## src/rtl/spi_pkg.sv

```systemverilog
`timescale 1ns/1ps
package spi_pkg;

    localparam int DATA_W = 8;
    localparam int RATE_W = 2;
    localparam int DIV_W  = 7;

    typedef enum logic [2:0] {
        ST_OFF,
        ST_M_IDLE,
        ST_M_LOW,
        ST_M_HIGH,
        ST_S_WAIT,
        ST_S_SHIFT
    } spi_state_e;

    typedef enum logic [1:0] {
        SEL_CTRL = 2'd0,
        SEL_STAT = 2'd1,
        SEL_DATA = 2'd2
    } reg_sel_e;

    typedef struct packed {
        logic [RATE_W-1:0] rate;
        logic              fault_en;
        logic              master;
        logic              en;
    } ctrl_t;

    // Last count value of a half period: divisor 2 << (2*code), minus one.
    function automatic logic [DIV_W-1:0] half_last(input logic [RATE_W-1:0] code);
        int unsigned bd;
        bd = 32'd2 << (2 * code);
        return DIV_W'(bd - 1);
    endfunction

endpackage

```

## src/rtl/spi_sync.sv

```systemverilog
`timescale 1ns/1ps
module spi_sync #(
    parameter int             W       = 3,
    parameter int             STAGES  = 2,
    parameter logic [W-1:0]   RST_VAL = '0
) (
    input  logic         clk,
    input  logic         rst_n,
    input  logic [W-1:0] d,
    output logic [W-1:0] q
);

    logic [STAGES-1:0][W-1:0] stg;

    always_ff @(posedge clk or negedge rst_n) begin
        if (!rst_n) begin
            for (int k = 0; k < STAGES; k++) stg[k] <= RST_VAL;
        end else begin
            stg[0] <= d;
            for (int k = 1; k < STAGES; k++) stg[k] <= stg[k-1];
        end
    end

    assign q = stg[STAGES-1];

endmodule

```

## src/rtl/spi_baud.sv

```systemverilog
`timescale 1ns/1ps
module spi_baud
    import spi_pkg::*;
#(
    parameter int CW = DIV_W,
    parameter int RW = RATE_W
) (
    input  logic          clk,
    input  logic          rst_n,
    input  logic          restart,
    input  logic          run,
    input  logic [RW-1:0] rate,
    output logic          tick
);

    logic [CW-1:0] cnt_q;
    logic [CW-1:0] last;

    always_comb begin
        last = CW'(half_last(RATE_W'(rate)));
        tick = run && (cnt_q >= last);
    end

    always_ff @(posedge clk or negedge rst_n) begin
        if (!rst_n)                    cnt_q <= '0;
        else if (restart || !run || tick) cnt_q <= '0;
        else                           cnt_q <= cnt_q + 1'b1;
    end

    AST_DIV_IN_RANGE: assert property (@(posedge clk) disable iff (!rst_n)
        $stable(rate) |-> cnt_q <= last);

endmodule

```

## src/rtl/spi_shreg.sv

```systemverilog
`timescale 1ns/1ps
module spi_shreg #(
    parameter int DW = 8
) (
    input  logic          clk,
    input  logic          rst_n,
    input  logic          load,
    input  logic [DW-1:0] load_val,
    input  logic          cap,
    input  logic          cap_bit,
    input  logic          shift,
    output logic [DW-1:0] q,
    output logic          rbit
);

    always_ff @(posedge clk or negedge rst_n) begin
        if (!rst_n) begin
            q    <= '0;
            rbit <= 1'b0;
        end else begin
            if (load)       q <= load_val;
            else if (shift) q <= {q[DW-2:0], rbit};
            if (cap)        rbit <= cap_bit;
        end
    end

endmodule

```

## src/rtl/spi_fault.sv

```systemverilog
`timescale 1ns/1ps
module spi_fault (
    input  logic clk,
    input  logic rst_n,
    input  logic set_cond,
    input  logic stat_rd,
    input  logic ctrl_wr,
    output logic fault_q,
    output logic clear_go
);

    logic armed_q;

    assign clear_go = ctrl_wr && armed_q && fault_q;

    always_ff @(posedge clk or negedge rst_n) begin
        if (!rst_n) begin
            fault_q <= 1'b0;
            armed_q <= 1'b0;
        end else begin
            if (set_cond)      fault_q <= 1'b1;
            else if (clear_go) fault_q <= 1'b0;

            if (!fault_q || ctrl_wr) armed_q <= 1'b0;
            else if (stat_rd)        armed_q <= 1'b1;
        end
    end

    AST_FAULT_STICKY: assert property (@(posedge clk) disable iff (!rst_n)
        fault_q && !clear_go |=> fault_q);
    AST_FAULT_NEEDS_COND: assert property (@(posedge clk) disable iff (!rst_n)
        !fault_q && !set_cond |=> !fault_q);
    AST_CLEAR_AFTER_READ: assert property (@(posedge clk) disable iff (!rst_n)
        $fell(fault_q) |-> $past(armed_q));

endmodule

```

## src/rtl/spi_ctl.sv

```systemverilog
`timescale 1ns/1ps
module spi_ctl
    import spi_pkg::*;
#(
    parameter int DW          = DATA_W,
    parameter int SYNC_STAGES = 2
) (
    input  logic          clk,
    input  logic          rst_n,
    input  logic [1:0]    reg_sel,
    input  logic          reg_wr,
    input  logic          reg_rd,
    input  logic [DW-1:0] reg_wdata,
    output logic [DW-1:0] reg_rdata,
    input  logic          sck_i,
    output logic          sck_o,
    output logic          sck_oe,
    input  logic          mosi_i,
    output logic          mosi_o,
    output logic          mosi_oe,
    input  logic          miso_i,
    output logic          miso_o,
    output logic          miso_oe,
    input  logic          ss_n_i,
    output logic          ss_gpio
);

    localparam int BIT_CW = $clog2(DW);
    localparam logic [BIT_CW-1:0] LAST_BIT = BIT_CW'(DW - 1);

    spi_state_e state_q, state_d;
    ctrl_t      ctrl_q;
    logic [DW-1:0] tx_buf_q, rx_buf_q, rx_next, sh_q;
    logic       tx_empty_q, rx_full_q;
    logic [BIT_CW-1:0] bit_cnt_q;
    logic       last_bit;
    logic       ss_s, sck_s, mosi_s, sck_prev_q;
    logic       sck_rise, sck_fall;
    logic       wr_ctrl, wr_data, rd_stat, rd_data;
    logic       set_cond, fault_q, clear_go;
    logic       tick, load, m_rise, m_fall, s_cap, s_shift, cap, cap_bit, shift;
    logic       m_done, s_done, byte_done, rbit;

    // ---------------- input synchronisers ----------------
    spi_sync #(.W(3), .STAGES(SYNC_STAGES), .RST_VAL(3'b100)) u_sync (
        .clk   (clk),
        .rst_n (rst_n),
        .d     ({ss_n_i, sck_i, mosi_i}),
        .q     ({ss_s, sck_s, mosi_s})
    );

    always_ff @(posedge clk or negedge rst_n) begin
        if (!rst_n) sck_prev_q <= 1'b0;
        else        sck_prev_q <= sck_s;
    end

    assign sck_rise = sck_s && !sck_prev_q;
    assign sck_fall = !sck_s && sck_prev_q;

    // ---------------- register strobes ----------------
    always_comb begin
        wr_ctrl = reg_wr && (reg_sel == SEL_CTRL);
        wr_data = reg_wr && (reg_sel == SEL_DATA);
        rd_stat = reg_rd && (reg_sel == SEL_STAT);
        rd_data = reg_rd && (reg_sel == SEL_DATA);
    end

    // ---------------- fault guard ----------------
    assign set_cond = ctrl_q.en && ctrl_q.master && ctrl_q.fault_en && !ss_s;

    spi_fault u_fault (
        .clk      (clk),
        .rst_n    (rst_n),
        .set_cond (set_cond),
        .stat_rd  (rd_stat),
        .ctrl_wr  (wr_ctrl),
        .fault_q  (fault_q),
        .clear_go (clear_go)
    );

    // ---------------- control register ----------------
    always_ff @(posedge clk or negedge rst_n) begin
        if (!rst_n) begin
            ctrl_q <= '0;
        end else begin
            if (wr_ctrl) begin
                ctrl_q.en       <= reg_wdata[0];
                ctrl_q.master   <= reg_wdata[1] && (!fault_q || clear_go);
                ctrl_q.fault_en <= reg_wdata[2];
                ctrl_q.rate     <= reg_wdata[4:3];
            end
            if (set_cond) ctrl_q.master <= 1'b0;
        end
    end

    // ---------------- clock divider ----------------
    spi_baud #(.CW(DIV_W), .RW(RATE_W)) u_baud (
        .clk     (clk),
        .rst_n   (rst_n),
        .restart (load),
        .run     ((state_q == ST_M_LOW) || (state_q == ST_M_HIGH)),
        .rate    (ctrl_q.rate),
        .tick    (tick)
    );

    assign last_bit = (bit_cnt_q == LAST_BIT);

    // ---------------- state register ----------------
    always_ff @(posedge clk or negedge rst_n) begin
        if (!rst_n) state_q <= ST_OFF;
        else        state_q <= state_d;
    end

    // ---------------- next state ----------------
    always_comb begin
        state_d = state_q;
        if (!ctrl_q.en) begin
            state_d = ST_OFF;
        end else begin
            unique case (state_q)
                ST_OFF:     state_d = ctrl_q.master ? ST_M_IDLE : ST_S_WAIT;
                ST_M_IDLE: begin
                    if (!ctrl_q.master)  state_d = ST_S_WAIT;
                    else if (!tx_empty_q) state_d = ST_M_LOW;
                end
                ST_M_LOW: begin
                    if (!ctrl_q.master) state_d = ST_S_WAIT;
                    else if (tick)      state_d = ST_M_HIGH;
                end
                ST_M_HIGH: begin
                    if (!ctrl_q.master) state_d = ST_S_WAIT;
                    else if (tick)      state_d = last_bit ? ST_M_IDLE : ST_M_LOW;
                end
                ST_S_WAIT: begin
                    if (ctrl_q.master) state_d = ST_M_IDLE;
                    else if (!ss_s)    state_d = ST_S_SHIFT;
                end
                ST_S_SHIFT: begin
                    if (ctrl_q.master) state_d = ST_M_IDLE;
                    else if (ss_s)     state_d = ST_S_WAIT;
                end
                default:    state_d = ST_OFF;
            endcase
        end
    end

    // ---------------- datapath controls and pins ----------------
    always_comb begin
        load    = ((state_q == ST_M_IDLE) && (state_d == ST_M_LOW)) ||
                  ((state_q == ST_S_WAIT) && (state_d == ST_S_SHIFT));
        m_rise  = (state_q == ST_M_LOW) && (state_d == ST_M_HIGH);
        m_fall  = (state_q == ST_M_HIGH) &&
                  ((state_d == ST_M_LOW) || (state_d == ST_M_IDLE));
        s_cap   = (state_q == ST_S_SHIFT) && (state_d == ST_S_SHIFT) && sck_rise;
        s_shift = (state_q == ST_S_SHIFT) && (state_d == ST_S_SHIFT) && sck_fall;
        cap     = m_rise || s_cap;
        cap_bit = (state_q == ST_M_LOW) ? miso_i : mosi_s;
        shift   = m_fall || s_shift;
        m_done  = m_fall && last_bit;
        s_done  = s_cap && last_bit;
        byte_done = m_done || s_done;
        rx_next = s_done ? {sh_q[DW-2:0], mosi_s} : {sh_q[DW-2:0], rbit};

        sck_o   = (state_q == ST_M_HIGH);
        sck_oe  = ctrl_q.en && ctrl_q.master;
        mosi_o  = sh_q[DW-1];
        mosi_oe = ctrl_q.en && ctrl_q.master;
        miso_o  = sh_q[DW-1];
        miso_oe = ctrl_q.en && !ctrl_q.master && (state_q == ST_S_SHIFT);
        ss_gpio = !ctrl_q.en || (ctrl_q.master && !ctrl_q.fault_en);

        unique case (reg_sel)
            SEL_CTRL: reg_rdata = DW'(ctrl_q);
            SEL_STAT: reg_rdata = DW'({fault_q, tx_empty_q, rx_full_q});
            SEL_DATA: reg_rdata = rx_buf_q;
            default:  reg_rdata = '0;
        endcase
    end

    spi_shreg #(.DW(DW)) u_shreg (
        .clk      (clk),
        .rst_n    (rst_n),
        .load     (load),
        .load_val (tx_buf_q),
        .cap      (cap),
        .cap_bit  (cap_bit),
        .shift    (shift),
        .q        (sh_q),
        .rbit     (rbit)
    );

    // ---------------- bit counter and flags ----------------
    always_ff @(posedge clk or negedge rst_n) begin
        if (!rst_n) begin
            bit_cnt_q  <= '0;
            tx_empty_q <= 1'b1;
            rx_full_q  <= 1'b0;
        end else begin
            if (load)                 bit_cnt_q <= '0;
            else if (m_fall || s_cap) bit_cnt_q <= last_bit ? '0 : bit_cnt_q + 1'b1;

            if (wr_data)   tx_empty_q <= 1'b0;
            else if (load) tx_empty_q <= 1'b1;

            if (byte_done)    rx_full_q <= 1'b1;
            else if (rd_data) rx_full_q <= 1'b0;
        end
    end

    // Buffers carry no reset; their contents are undefined until written.
    always_ff @(posedge clk) begin
        if (wr_data)   tx_buf_q <= reg_wdata;
        if (byte_done) rx_buf_q <= rx_next;
    end

    AST_NO_DRIVE_IN_FAULT: assert property (@(posedge clk) disable iff (!rst_n)
        fault_q |-> !sck_oe && !mosi_oe);
    AST_SLAVE_OWNS_SS: assert property (@(posedge clk) disable iff (!rst_n)
        ctrl_q.en && !ctrl_q.master |-> !ss_gpio);
    AST_ONE_DATA_DRIVER: assert property (@(posedge clk) disable iff (!rst_n)
        !(mosi_oe && miso_oe));
    AST_RX_SET_WINS: assert property (@(posedge clk) disable iff (!rst_n)
        byte_done |=> rx_full_q);
    AST_OFF_QUIET: assert property (@(posedge clk) disable iff (!rst_n)
        !ctrl_q.en |-> !sck_oe && !mosi_oe && !miso_oe);

endmodule

```

## config.mk

```make
export PLATFORM = sky130hd
export DESIGN_NAME = spi_ctl
export DESIGN_NICKNAME = d
export VERILOG_FILES = /design/src/rtl/spi_pkg.sv /design/src/rtl/spi_sync.sv /design/src/rtl/spi_baud.sv /design/src/rtl/spi_shreg.sv /design/src/rtl/spi_fault.sv /design/src/rtl/spi_ctl.sv
export SDC_FILE = /design/constraint.sdc
export NUM_CORES = 1
export LEC_CHECK = 0
export BUFFER_PORTS_ARGS = -buffer_cell sky130_fd_sc_hd__buf_2
export CORE_ASPECT_RATIO = 0.5
export CORE_MARGIN = 3
export CORE_UTILIZATION = 35
export DETAILED_ROUTE_END_ITERATION = 10
export PLACE_DENSITY_LB_ADDON = 0.05
export SYNTH_ARGS = -nofsm -noshare
export SYNTH_HDL_FRONTEND = slang
export SYNTH_SLANG_ARGS = --single-unit
```

## constraint.sdc

```tcl
create_clock -name clk -period 8.25 [get_ports clk]
set_input_delay 0.4125 -clock clk [delete_from_list [all_inputs] [get_ports clk]]
set_output_delay 0.4125 -clock clk [all_outputs]
set_load 0.01 [all_outputs]
```

==> results of run 1 <==
[routing by layer]
metal,share of wire,vias up
met5,0,-
met4,0.0067,0
met3,0.044,5
met2,0.41,26
met1,0.54,849
li1,-,839
[report_power, final]
part,switching [W],leakage (nW),internal (W)
registers,0.0000422,0.610,0.000326
logic,0.0000803,0.676,0.0000679
clock network,0.0000993,0.0735,0.000122
total,0.000222,1.36,0.000516
[critical path: cells and delay by family (launching register included)]
family	cells	cell delay (ns)
fa+ha+maj	2	0.47
simple gates	3	0.94
flops	1	0.42
compound gates	3	0.87
mux	1	0.17
buf+inv	1	0.07
[stage by stage]
stage	hold WS (ns)	utilization	setup slack, ns	total power [W]	cell area, um2
final	0.212	0.431	4.94	0.000738	2990
after detailed placement	0.341	0.409	4.95	0.000524	2840
after floorplan	0.117	-	5.30	0.000474	2590
after global routing	0.211	0.431	4.67	0.000784	2990
after global placement	0.338	0.409	5.00	0.000519	2840
after CTS	0.206	0.431	4.93	0.000746	2990
[worst max-delay path by stage]
stage               startpoint     endpoint  slack (ns)  depth (start not counted)
floorplan            ctrl_q[4]  rx_buf_q[0]        5.30                         10
global placement     ctrl_q[4]  rx_buf_q[2]        5.00                         10
detailed placement   ctrl_q[4]  rx_buf_q[3]        4.95                         11
CTS                  ctrl_q[4]  rx_buf_q[4]        4.93                         10
global route         ctrl_q[3]  rx_buf_q[6]        4.67                         10
finish               ctrl_q[4]  rx_buf_q[4]        4.94                         10
[kinds of logic (layout without fill, tap and decap cells)]
family	Yosys count	in the layout	share of synthesized area
AO/OA/AOI/OAI	39	39	0.115
buffers and inverters	18	51	0.0289
multiplexers	22	22	0.0970
adder cells (fa/ha/maj)	10	10	0.0482
XOR/XNOR	5	5	0.0169
AND/OR/NAND/NOR	73	73	0.141
flip-flops	54	54	0.553
[registers in the layout, summed over array words and instances (netlist names), 3 cells and up]
signal and count:
rx_buf_q 8, tx_buf_q 8, u_shreg.q 8, u_baud.cnt_q 7
ctrl_q 5, bit_cnt_q 3, state_q 3, u_sync.q 3
u_sync.stg 3
[cell type report]
class,instances,share of cell area
clock buffers,6,0.0464
clock inverters,2,0.00544
inverters,11,0.0138
multi-input cells,149,0.362
flip-flops and latches,54,0.480
well taps,92,0.0385
repair buffers,32,0.0536
[synthesized netlist by cell type (all sizes together) (4+ instances only)]
cell type	n
nor2	24
dfrtp	35
ha	10
o21ai	9
mux2	5
nand2b	5
and2	4
clkbuf	5
inv	11
edfxtp	16
nand3	7
nand2	15
a21oi	13
mux2i	17
==> results.sh, run 1 <==
export IMPL_status="complete, no violations"
export IMPL_synth_edf_count=16
export IMPL_nNetsFinal=281
export IMPL_area_growth_pct=15.3
export IMPL_grt_max_degree=39
export IMPL_rsz0062_at_grt="no"
export IMPL_timing_rr_start="ctrl_q[4]"
export IMPL_drive_gt1_frac=0.232
export IMPL_holdCritStartpoint="ss_n_i"
export IMPL_cts_setup_buffers=0
export IMPL_synth_area_leaders="dfrtp_1 34%, edfxtp_1 19%, mux2i_1 5.8%"
export IMPL_vias_per_cell=4.97
export IMPL_gp_congestion=0.832
export IMPL_layout_common_cells="35 x dfrtp_1, 32 x buf_2, 24 x nor2_1"
export IMPL_grt_pass1_vias=1658
export IMPL_cp_cell_sequence="nor2_1 -> inv_1 -> ha_1 -> ha_1 -> a211o_1 -> o211ai_2 -> nand2_1 -> a2111oi_4 -> mux2i_4 -> nor2_1"
export IMPL_ys_seq_elements=54
export IMPL_reg2reg_depth=10
export IMPL_max_cap_viol_count=0
export IMPL_ant_nets=0
export IMPL_busiest_layer="met1"
export IMPL_postSynthAreaPerCell_um2=11.7
export IMPL_portBuffers=32
export IMPL_num_rows=21
export IMPL_hpwl_um=3990
export IMPL_max_slew_margin=0.410
export IMPL_vias=1719
export IMPL_die_y_um=66.9
export IMPL_initial_utilization=0.374
export IMPL_grt_pass1_wl_um=8940
export IMPL_synth_largest_area_cell="dfrtp_1"
export IMPL_fin_skew_ns=0.00703
export IMPL_cts_root_buf="clkbuf_16"
export IMPL_crit_arrival_ns=3.24
export IMPL_yosysWarnings=0
export IMPL_htree_levels=2
export IMPL_slowest_stage="nor2_1"
export IMPL_drt_iter0_markers=68
export IMPL_syn_inst=221
export IMPL_hold_viol=0
export IMPL_ys_seq_area_frac=0.553
export IMPL_cts_made_buffers=5
export IMPL_multi_input_area_um2=1080
export IMPL_met3_usage=0.0400
export IMPL_io_pins=33
export IMPL_hold_buffers=0
export IMPL_netlist_cell_type_count=45
export IMPL_dp_cells=338
export IMPL_post_synth_top_area_fraction=0.338
export IMPL_ctsLongestPathBuffers=2
export IMPL_synth_ff_type="dfrtp_1"
export IMPL_cp_end_kind="register"
export IMPL_gr_usage_met2=0.202
export IMPL_max_stage_delay_ns=0.57
export IMPL_fmax_ghz=0.302
export IMPL_p_per_area_nw_per_um2=247
export IMPL_core_um2=6940
export IMPL_timing_rr_end="rx_buf_q[4]"
export IMPL_finalSetupTns_ns=0
export IMPL_cts_tree="yes"
export IMPL_r2r_slack_ns=4.94
export IMPL_maxSlewViolCount=0
export IMPL_finalCriticalPeriod_ns=3.31
export IMPL_die_x_um=128
export IMPL_synth_nets=249
export IMPL_max_vdd_ir_drop_v=0.0000760
export IMPL_antenna_cells=0
export IMPL_drcViolationCount=0
export IMPL_critical_path_max_fanout=9
export IMPL_grt_util_met1=0.207
export IMPL_regArea_um2=1440
export IMPL_final_common_cell="dfrtp_1"
export IMPL_nFillCells=667
export IMPL_die_area_um2=8540
export IMPL_cellLeakagePower_nw=1.36
export IMPL_min_to="u_sync.stg[2]"
export IMPL_critPathLaunchType="register"
export IMPL_clk_pin_slew_ns=0.07
export IMPL_async_flop_share=0.704
export IMPL_grt_overflow=0
export IMPL_clk_latency_ns=0.30
export IMPL_setup_viol=0
export IMPL_cts_sinks=54
export IMPL_first_pass_iters=4
export IMPL_fin_cells=346
export IMPL_antenna_found_initial=0
export IMPL_tightest_slew_ns=0.885
export IMPL_critical_path_class="register to register"
export IMPL_worstHoldPathCells=1
export IMPL_synth_area_um2=2590
export IMPL_cts_resized=0
export IMPL_holdCritPathClass="input port to register"
export IMPL_cp_data_required_time_ns=8.18
export IMPL_finalCritPeriodShare=0.401
export IMPL_wl_per_cell_um=16.1
export IMPL_wl_um=5560
export IMPL_grtUsageTotal=0.141
(Power assumes the default switching activity.)
==> run 2: changes to the inputs <==
--- a/config.mk
+++ b/config.mk
@@ -5,6 +5,7 @@
 export SDC_FILE = /design/constraint.sdc
 export NUM_CORES = 1
 export LEC_CHECK = 0
+export ABC_AREA = 1
 export BUFFER_PORTS_ARGS = -buffer_cell sky130_fd_sc_hd__buf_2
 export CORE_ASPECT_RATIO = 0.5
 export CORE_MARGIN = 3
==> constraint.sdc (replaced) <==
create_clock -name clk -period 3.25 [get_ports clk]
set_input_delay 0.1625 -clock clk [delete_from_list [all_inputs] [get_ports clk]]
set_output_delay 0.1625 -clock clk [all_outputs]
set_load 0.01 [all_outputs]
==> results.sh, run 2 <==
export IMPL_die_x_um=131
export IMPL_fin_util=0.433
export IMPL_crit_arrival_ns=2.95
export IMPL_hold_viol=13
export IMPL_syn_inst=300
export IMPL_critPathLaunchType="register"
export IMPL_final_common_cell="nand2_1"
export IMPL_cp_data_required_time_ns=3.27
export IMPL_gr_usage_met2=0.225
export IMPL_cellLeakagePower_nw=1.58
export IMPL_grt_overflow=0
export IMPL_max_slew_margin=0.399
export IMPL_core_um2=7430
export IMPL_htree_levels=2
export IMPL_netlist_cell_type_count=34
export IMPL_nFillCells=735
export IMPL_cp_end_kind="register"
export IMPL_nNetsFinal=369
export IMPL_p_per_area_nw_per_um2=505
export IMPL_ant_nets=0
export IMPL_wl_um=6060
export IMPL_finalCritPeriodShare=0.902
export IMPL_max_cap_viol_count=0
export IMPL_initial_utilization=0.366
export IMPL_cts_root_buf="clkbuf_16"
export IMPL_num_rows=22
export IMPL_cp_cell_sequence="nor2_2 -> inv_1 -> ha_1 -> ha_1 -> nand2_1 -> nor2_1 -> nand3_1 -> nand2_1 -> nand2_1 -> nand2_1 -> nand2_1 -> nand2_1 -> nand2_1 -> nand2_2 -> nand2_2 -> nand2_1 -> nand2_1 -> nand2_1 -> nand2_2 -> nand2_2 -> clkinvlp_4"
export IMPL_grtUsageTotal=0.151
export IMPL_die_area_um2=8940
export IMPL_portBuffers=32
export IMPL_finalSetupTns_ns=0
export IMPL_critPathBufInv=2
export IMPL_max_vdd_ir_drop_v=0.000297
export IMPL_reg_top3="rx_buf_q: 8 flops, tx_buf_q: 8 flops, u_shreg.q: 8 flops"
export IMPL_violations="hold timing"
export IMPL_synth_edf_count=16
export IMPL_die_y_um=68.4
export IMPL_drcViolationCount=0
export IMPL_critical_path_max_fanout=8
export IMPL_busiest_layer="met2"
export IMPL_cts_made_buffers=5
export IMPL_grt_util_met1=0.217
export IMPL_hpwl_um=4530
export IMPL_finalCriticalPeriod_ns=2.93
export IMPL_synth_ff_type="dfrtp_1"
export IMPL_fmax_ghz=0.341
export IMPL_layout_common_cells="77 x nand2_1, 35 x dfrtp_1, 34 x inv_1"
export IMPL_synth_area_um2=2720
export IMPL_rsz0062_at_grt="no"
export IMPL_postSynthAreaPerCell_um2=9.08
export IMPL_drive_gt1_frac=0.231
export IMPL_antenna_cells=0
export IMPL_status="complete, but fails checks"
export IMPL_synth_most_common_cell="nand2_1"
export IMPL_tightest_slew_ns=0.901
export IMPL_yosysWarnings=0
export IMPL_yosys_top_cells_count="79 x nand2_1, 35 x dfrtp_1, 35 x inv_1, 29 x nand3_1, 27 x nor2_1"
export IMPL_timing_critical_path_mode_cell="nand2_1"
export IMPL_clk_pin_slew_ns=0.08
export IMPL_gp_congestion=0.789
export IMPL_critical_path_class="register to register"
export IMPL_ys_seq_area_frac=0.527
export IMPL_area_growth_pct=18.2
export IMPL_vias=2070
export IMPL_synth_largest_area_cell="dfrtp_1"
export IMPL_async_flop_share=0.704
export IMPL_cts_sinks=54
export IMPL_wl_per_cell_um=13.8
export IMPL_cts_tree="yes"
export IMPL_io_pins=33
export IMPL_slowest_stage="dfrtp_1"
export IMPL_grt_pass1_vias=1974
export IMPL_first_pass_iters=4
export IMPL_ctsLongestPathBuffers=2
export IMPL_fin_skew_ns=0.00848
export IMPL_clk_latency_ns=0.30
export IMPL_critPathTopFamily="simple AND/OR/NAND/NOR gates"
export IMPL_grt_pass1_wl_um=10100
export IMPL_synth_nets=328
export IMPL_setup_viol=0
export IMPL_holdCritPathClass="input port to asynchronous set/reset pin"
export IMPL_ys_seq_elements=54
export IMPL_post_synth_top_area_fraction=0.322
export IMPL_vias_per_cell=4.73
export IMPL_max_stage_delay_ns=0.41
export IMPL_drt_iter0_markers=113
export IMPL_maxSlewViolCount=0
export IMPL_antenna_found_initial=0
export IMPL_synth_area_leaders="dfrtp_1 32%, edfxtp_1 18%, nand2_1 11%"
export IMPL_fin_hold_ws_ns=-0.0155
export IMPL_power_w=0.00163
export IMPL_met3_usage=0.0429
export IMPL_grt_max_degree=39
[run 2: changes by cell type in the layout (fill, tap and decap cells not counted), moves of 4 or more]
cell / before / now
mux2_2: 5 / 1
inv_2: 0 / 4
and2_1: 4 / 0
nand2_1: 14 / 77
inv_1: 11 / 34
mux2i_1: 15 / 0
nand3_1: 7 / 29
nand4_1: 1 / 5
a21oi_1: 12 / 4
nand2b_1: 5 / 0
nand2_2: 1 / 15
o211ai_1: 0 / 4
[run 2: where the power goes]
group,internal [W],switching [W]
Combinational,0.0000772,0.000134
Sequential,0.000748,0.0000354
Clock,0.000369,0.000262
[run 2: metal layers]
metal | share of wire | vias up
met1 | 0.54 | 983
met3 | 0.030 | 6
met5 | 0 | -
met4 | 0.0081 | 0
met2 | 0.43 | 26
li1 | - | 1055
[run 2: worst paths after layout]
check,endpoint,slack [ns],start,cells after the start
max,rx_buf_q[2],0.32,ctrl_q[4],21
min,u_baud.cnt_q[3],-0.02,rst_n,1
max reg2reg,rx_buf_q[2],0.32,ctrl_q[4],21
min reg2reg,u_sync.q[0],0.35,u_sync.stg[0],0
max in group asynchronous,u_shreg.q[2],2.69,rst_n,1
min in group clk,tx_buf_q[5],0.04,reg_wdata[5],1
[run 2: layout make-up]
class | instances | area, um2 | area share
multi-input cells | 202 | 1120 | 0.348
clock inverters | 3 | 48.8 | 0.0152
inverters | 40 | 159 | 0.0493
clock buffers | 5 | 125 | 0.0389
flip-flops and latches | 54 | 1440 | 0.446
repair buffers | 38 | 213 | 0.0660
well taps | 96 | 120 | 0.0373
[run 2: timing repair]
action | in CTS | in global routing
setup buffers | 0 | 0
endpoints found under the setup margin | 0 | 16
hold buffers | 3 | 0
endpoints found under the hold margin | 3 | 0
resized for setup | 0 | 6
[run 2: worst register-to-register path, stage by stage (launching register included)]
cell and delay [ns]:
dfrtp_1 0.41, nor2_2 0.17, inv_1 0.07, ha_1 0.30
ha_1 0.27, nand2_1 0.05, nor2_1 0.08, nand3_1 0.07
nand2_1 0.09, nand2_1 0.10, nand2_1 0.07, nand2_1 0.05
nand2_1 0.05, nand2_1 0.06, nand2_2 0.11, nand2_2 0.09
nand2_1 0.07, nand2_1 0.05, nand2_1 0.11, nand2_2 0.10
nand2_2 0.10, clkinvlp_4 0.19
[run 2: logic make-up (layout without fill, tap and decap cells)]
| logic type | count (synthesis) | in the layout | synth area share |
|---|---|---|---|
| muxes | 1 | 1 | 0.00413 |
| DFF | 54 | 54 | 0.527 |
| buffers and inverters | 44 | 86 | 0.0698 |
| and+or+nand+nor | 167 | 167 | 0.299 |
| adders and majority gates | 10 | 10 | 0.0459 |
| xor gates and xnor gates | 2 | 2 | 0.00643 |
| AOI/OAI and AO/OA | 22 | 22 | 0.0478 |
[run 2: metrics by stage]
| step | area (um2) | instances | setup slack [ns] |
|---|---|---|---|
| finish | 3220 | 438 | 0.320 |
| CTS | 3200 | 438 | 0.135 |
| global route | 3220 | 438 | 0.00323 |
| detailed placement | 2990 | 427 | 0.158 |
| floorplan | 2720 | 300 | 0.425 |
| global placement | 2990 | 427 | 0.290 |
==> run 3: changes to the inputs <==
--- a/config.mk
+++ b/config.mk
@@ -7,11 +7,10 @@
 export LEC_CHECK = 0
 export ABC_AREA = 1
 export BUFFER_PORTS_ARGS = -buffer_cell sky130_fd_sc_hd__buf_2
-export CORE_ASPECT_RATIO = 0.5
 export CORE_MARGIN = 3
 export CORE_UTILIZATION = 35
 export DETAILED_ROUTE_END_ITERATION = 10
-export PLACE_DENSITY_LB_ADDON = 0.05
+export PLACE_DENSITY = 0.57
 export SYNTH_ARGS = -nofsm -noshare
 export SYNTH_HDL_FRONTEND = slang
 export SYNTH_SLANG_ARGS = --single-unit
==> constraint.sdc (replaced) <==
create_clock -name clk -period 3.25 [get_ports clk]
set_input_delay 0.1625 -clock clk [delete_from_list [all_inputs] [get_ports clk]]
set_output_delay 0.1625 -clock clk [all_outputs]
set_load 0.005 [all_outputs]
==> results.sh, run 3 (synthesis gave the netlist of run 2 again) <==
export IMPL_tightest_slew_ns=0.893
export IMPL_cts_sinks=54
export IMPL_num_rows=31
export IMPL_r2r_slack_ns=0.33
export IMPL_maxSlewViolCount=0
export IMPL_grt_pass1_wl_um=9510
export IMPL_nNetsFinal=369
export IMPL_io_pins=33
export IMPL_crit_arrival_ns=3.13
export IMPL_fin_util=0.421
export IMPL_fin_skew_ns=0.0133
export IMPL_grtUsageTotal=0.138
export IMPL_initial_utilization=0.368
export IMPL_finalSetupTns_ns=0
export IMPL_die_x_um=94.2
export IMPL_fin_cells=441
export IMPL_critical_path_max_fanout=11
export IMPL_clk_pin_slew_ns=0.10
export IMPL_antenna_cells=0
export IMPL_antenna_found_initial=0
export IMPL_timing_rr_start="ctrl_q[4]"
export IMPL_clk_latency_ns=0.31
export IMPL_power_w=0.00136
export IMPL_layout_common_cells="79 x nand2_1, 35 x dfrtp_1, 34 x inv_1"
export IMPL_vias_per_cell=4.71
export IMPL_hpwl_um=4280
export IMPL_grt_max_degree=39
export IMPL_die_area_um2=8880
export IMPL_p_per_area_nw_per_um2=436
export IMPL_portBuffers=32
export IMPL_crit_start="ctrl_q[4]"
export IMPL_ctsLongestPathBuffers=2
export IMPL_critPathLaunchType="register"
export IMPL_cellLeakagePower_nw=1.54
export IMPL_area_growth_pct=14.5
export IMPL_die_y_um=94.2
export IMPL_hold_viol=0
export IMPL_fmax_ghz=0.343
export IMPL_setup_viol=0
export IMPL_reg_top3="rx_buf_q: 8 flops, tx_buf_q: 8 flops, u_shreg.q: 8 flops"
export IMPL_timing_rr_end="u_shreg.q[1]"
export IMPL_rsz0062_at_grt="no"
export IMPL_grt_overflow=0
export IMPL_vias=2079
export IMPL_gp_congestion=0.908
export IMPL_max_slew_margin=0.404
export IMPL_core_um2=7410
export IMPL_max_cap_viol_count=0
export IMPL_cts_root_buf="clkbuf_8"
export IMPL_drive_gt1_frac=0.219
export IMPL_htree_levels=2
export IMPL_finalCritPeriodShare=0.897
export IMPL_wl_per_cell_um=12.9
export IMPL_wl_um=5690
export IMPL_critical_path_endpoint="u_shreg.q[1]"
export IMPL_holdCritPathClass="input port to register"
export IMPL_ant_nets=0
export IMPL_reg2reg_depth=19
export IMPL_max_vdd_ir_drop_v=0.000190
export IMPL_status="complete, no violations"
export IMPL_final_common_cell="nand2_1"
export IMPL_cp_data_required_time_ns=3.46
export IMPL_first_pass_iters=4
export IMPL_finalCriticalPeriod_ns=2.92
export IMPL_dp_cells=429
export IMPL_critical_path_class="register to register"
export IMPL_drt_iter0_markers=144
export IMPL_fin_hold_ws_ns=0.0146
export IMPL_grt_pass1_vias=1925
export IMPL_cts_tree="yes"
export IMPL_drcViolationCount=0
export IMPL_cts_made_buffers=5
export IMPL_cp_end_kind="register"
run 3: cell count changes in the layout (fill, tap and decap cells not counted), sizes merged:
cell / previous run / this run
clkbuf: 5 / 6
dlygate4sd3: 3 / 4
bufinv: 1 / 0
buf: 35 / 34
run 3: area by class of cell:
cell class | instances | area [um2]
Inverter | 40 | 155
Multi-Input combinational cell | 202 | 1100
Clock inverter | 2 | 15.0
Timing Repair Buffer | 38 | 215
Clock buffer | 6 | 72.6
Fill cell | 762 | 4290
Tap cell | 99 | 124
Sequential cell | 54 | 1440
run 3: per-stage QoR:
stage          setup slack [ns]  area [um2]
3_5_place_dp              0.247        2990
6_report                  0.334        3120
4_1_cts                   0.217        3120
5_1_grt                  0.0375        3120
3_3_place_gp              0.331        2990
2_1_floorplan             0.428        2720
run 3: worst max-delay path, cell delays in order (launching register included):
cell and delay [ns]:
dfrtp_1 0.42, nor2_2 0.17, inv_1 0.06, ha_1 0.29, ha_1 0.27, nand2_1 0.05, nor2_1 0.08, nand3_1 0.07
nand2_1 0.09, nand2_1 0.08, nand2_2 0.15, nand2_2 0.09, nand3_4 0.12, clkinv_4 0.08, nand3_4 0.15, nand2_4 0.17
nor2_8 0.20, nand2_2 0.14, nand2_1 0.09, nand2_1 0.05
run 3: how the worst min path moves through the flow:
| stage | start | to | slack [ns] | depth (start not counted) |
|---|---|---|---|---|
| final | reg_wdata[5] | tx_buf_q[5] | 0.01 | 1 |
| after detailed placement | mosi_i | u_sync.stg[0] | 0.27 | 1 |
| after global routing | reg_wdata[5] | tx_buf_q[5] | 0.003 | 1 |
| after CTS | reg_wdata[6] | tx_buf_q[6] | 0.008 | 1 |
| after floorplan | rst_n | bit_cnt_q[0] | -0.13 | 0 |
| after global placement | sck_i | u_sync.stg[1] | 0.27 | 1 |
run 3: what timing repair did:
item,CTS,global route
hold buffers,4,0
setup buffers,0,0
endpoints found under the hold margin,12,0
endpoints found under the setup margin,0,9
gates resized for setup,0,2
run 3: layer usage:
| layer | global-route usage | vias to the layer above | share of wire |
|---|---|---|---|
| met5 | 0 | - | 0 |
| met4 | 0.0493 | 0 | 0.018 |
| met3 | 0.0288 | 8 | 0.061 |
| met2 | 0.206 | 58 | 0.44 |
| met1 | 0.198 | 959 | 0.48 |
| li1 | - | 1054 | - |
run 3: report_power, final:
group	internal [W]	total [W]	switching [W]
combinational	0.0000767	0.000203	0.000126
clock	0.000152	0.000372	0.000220
sequential	0.000748	0.000784	0.0000355
total	0.000977	0.00136	0.000382
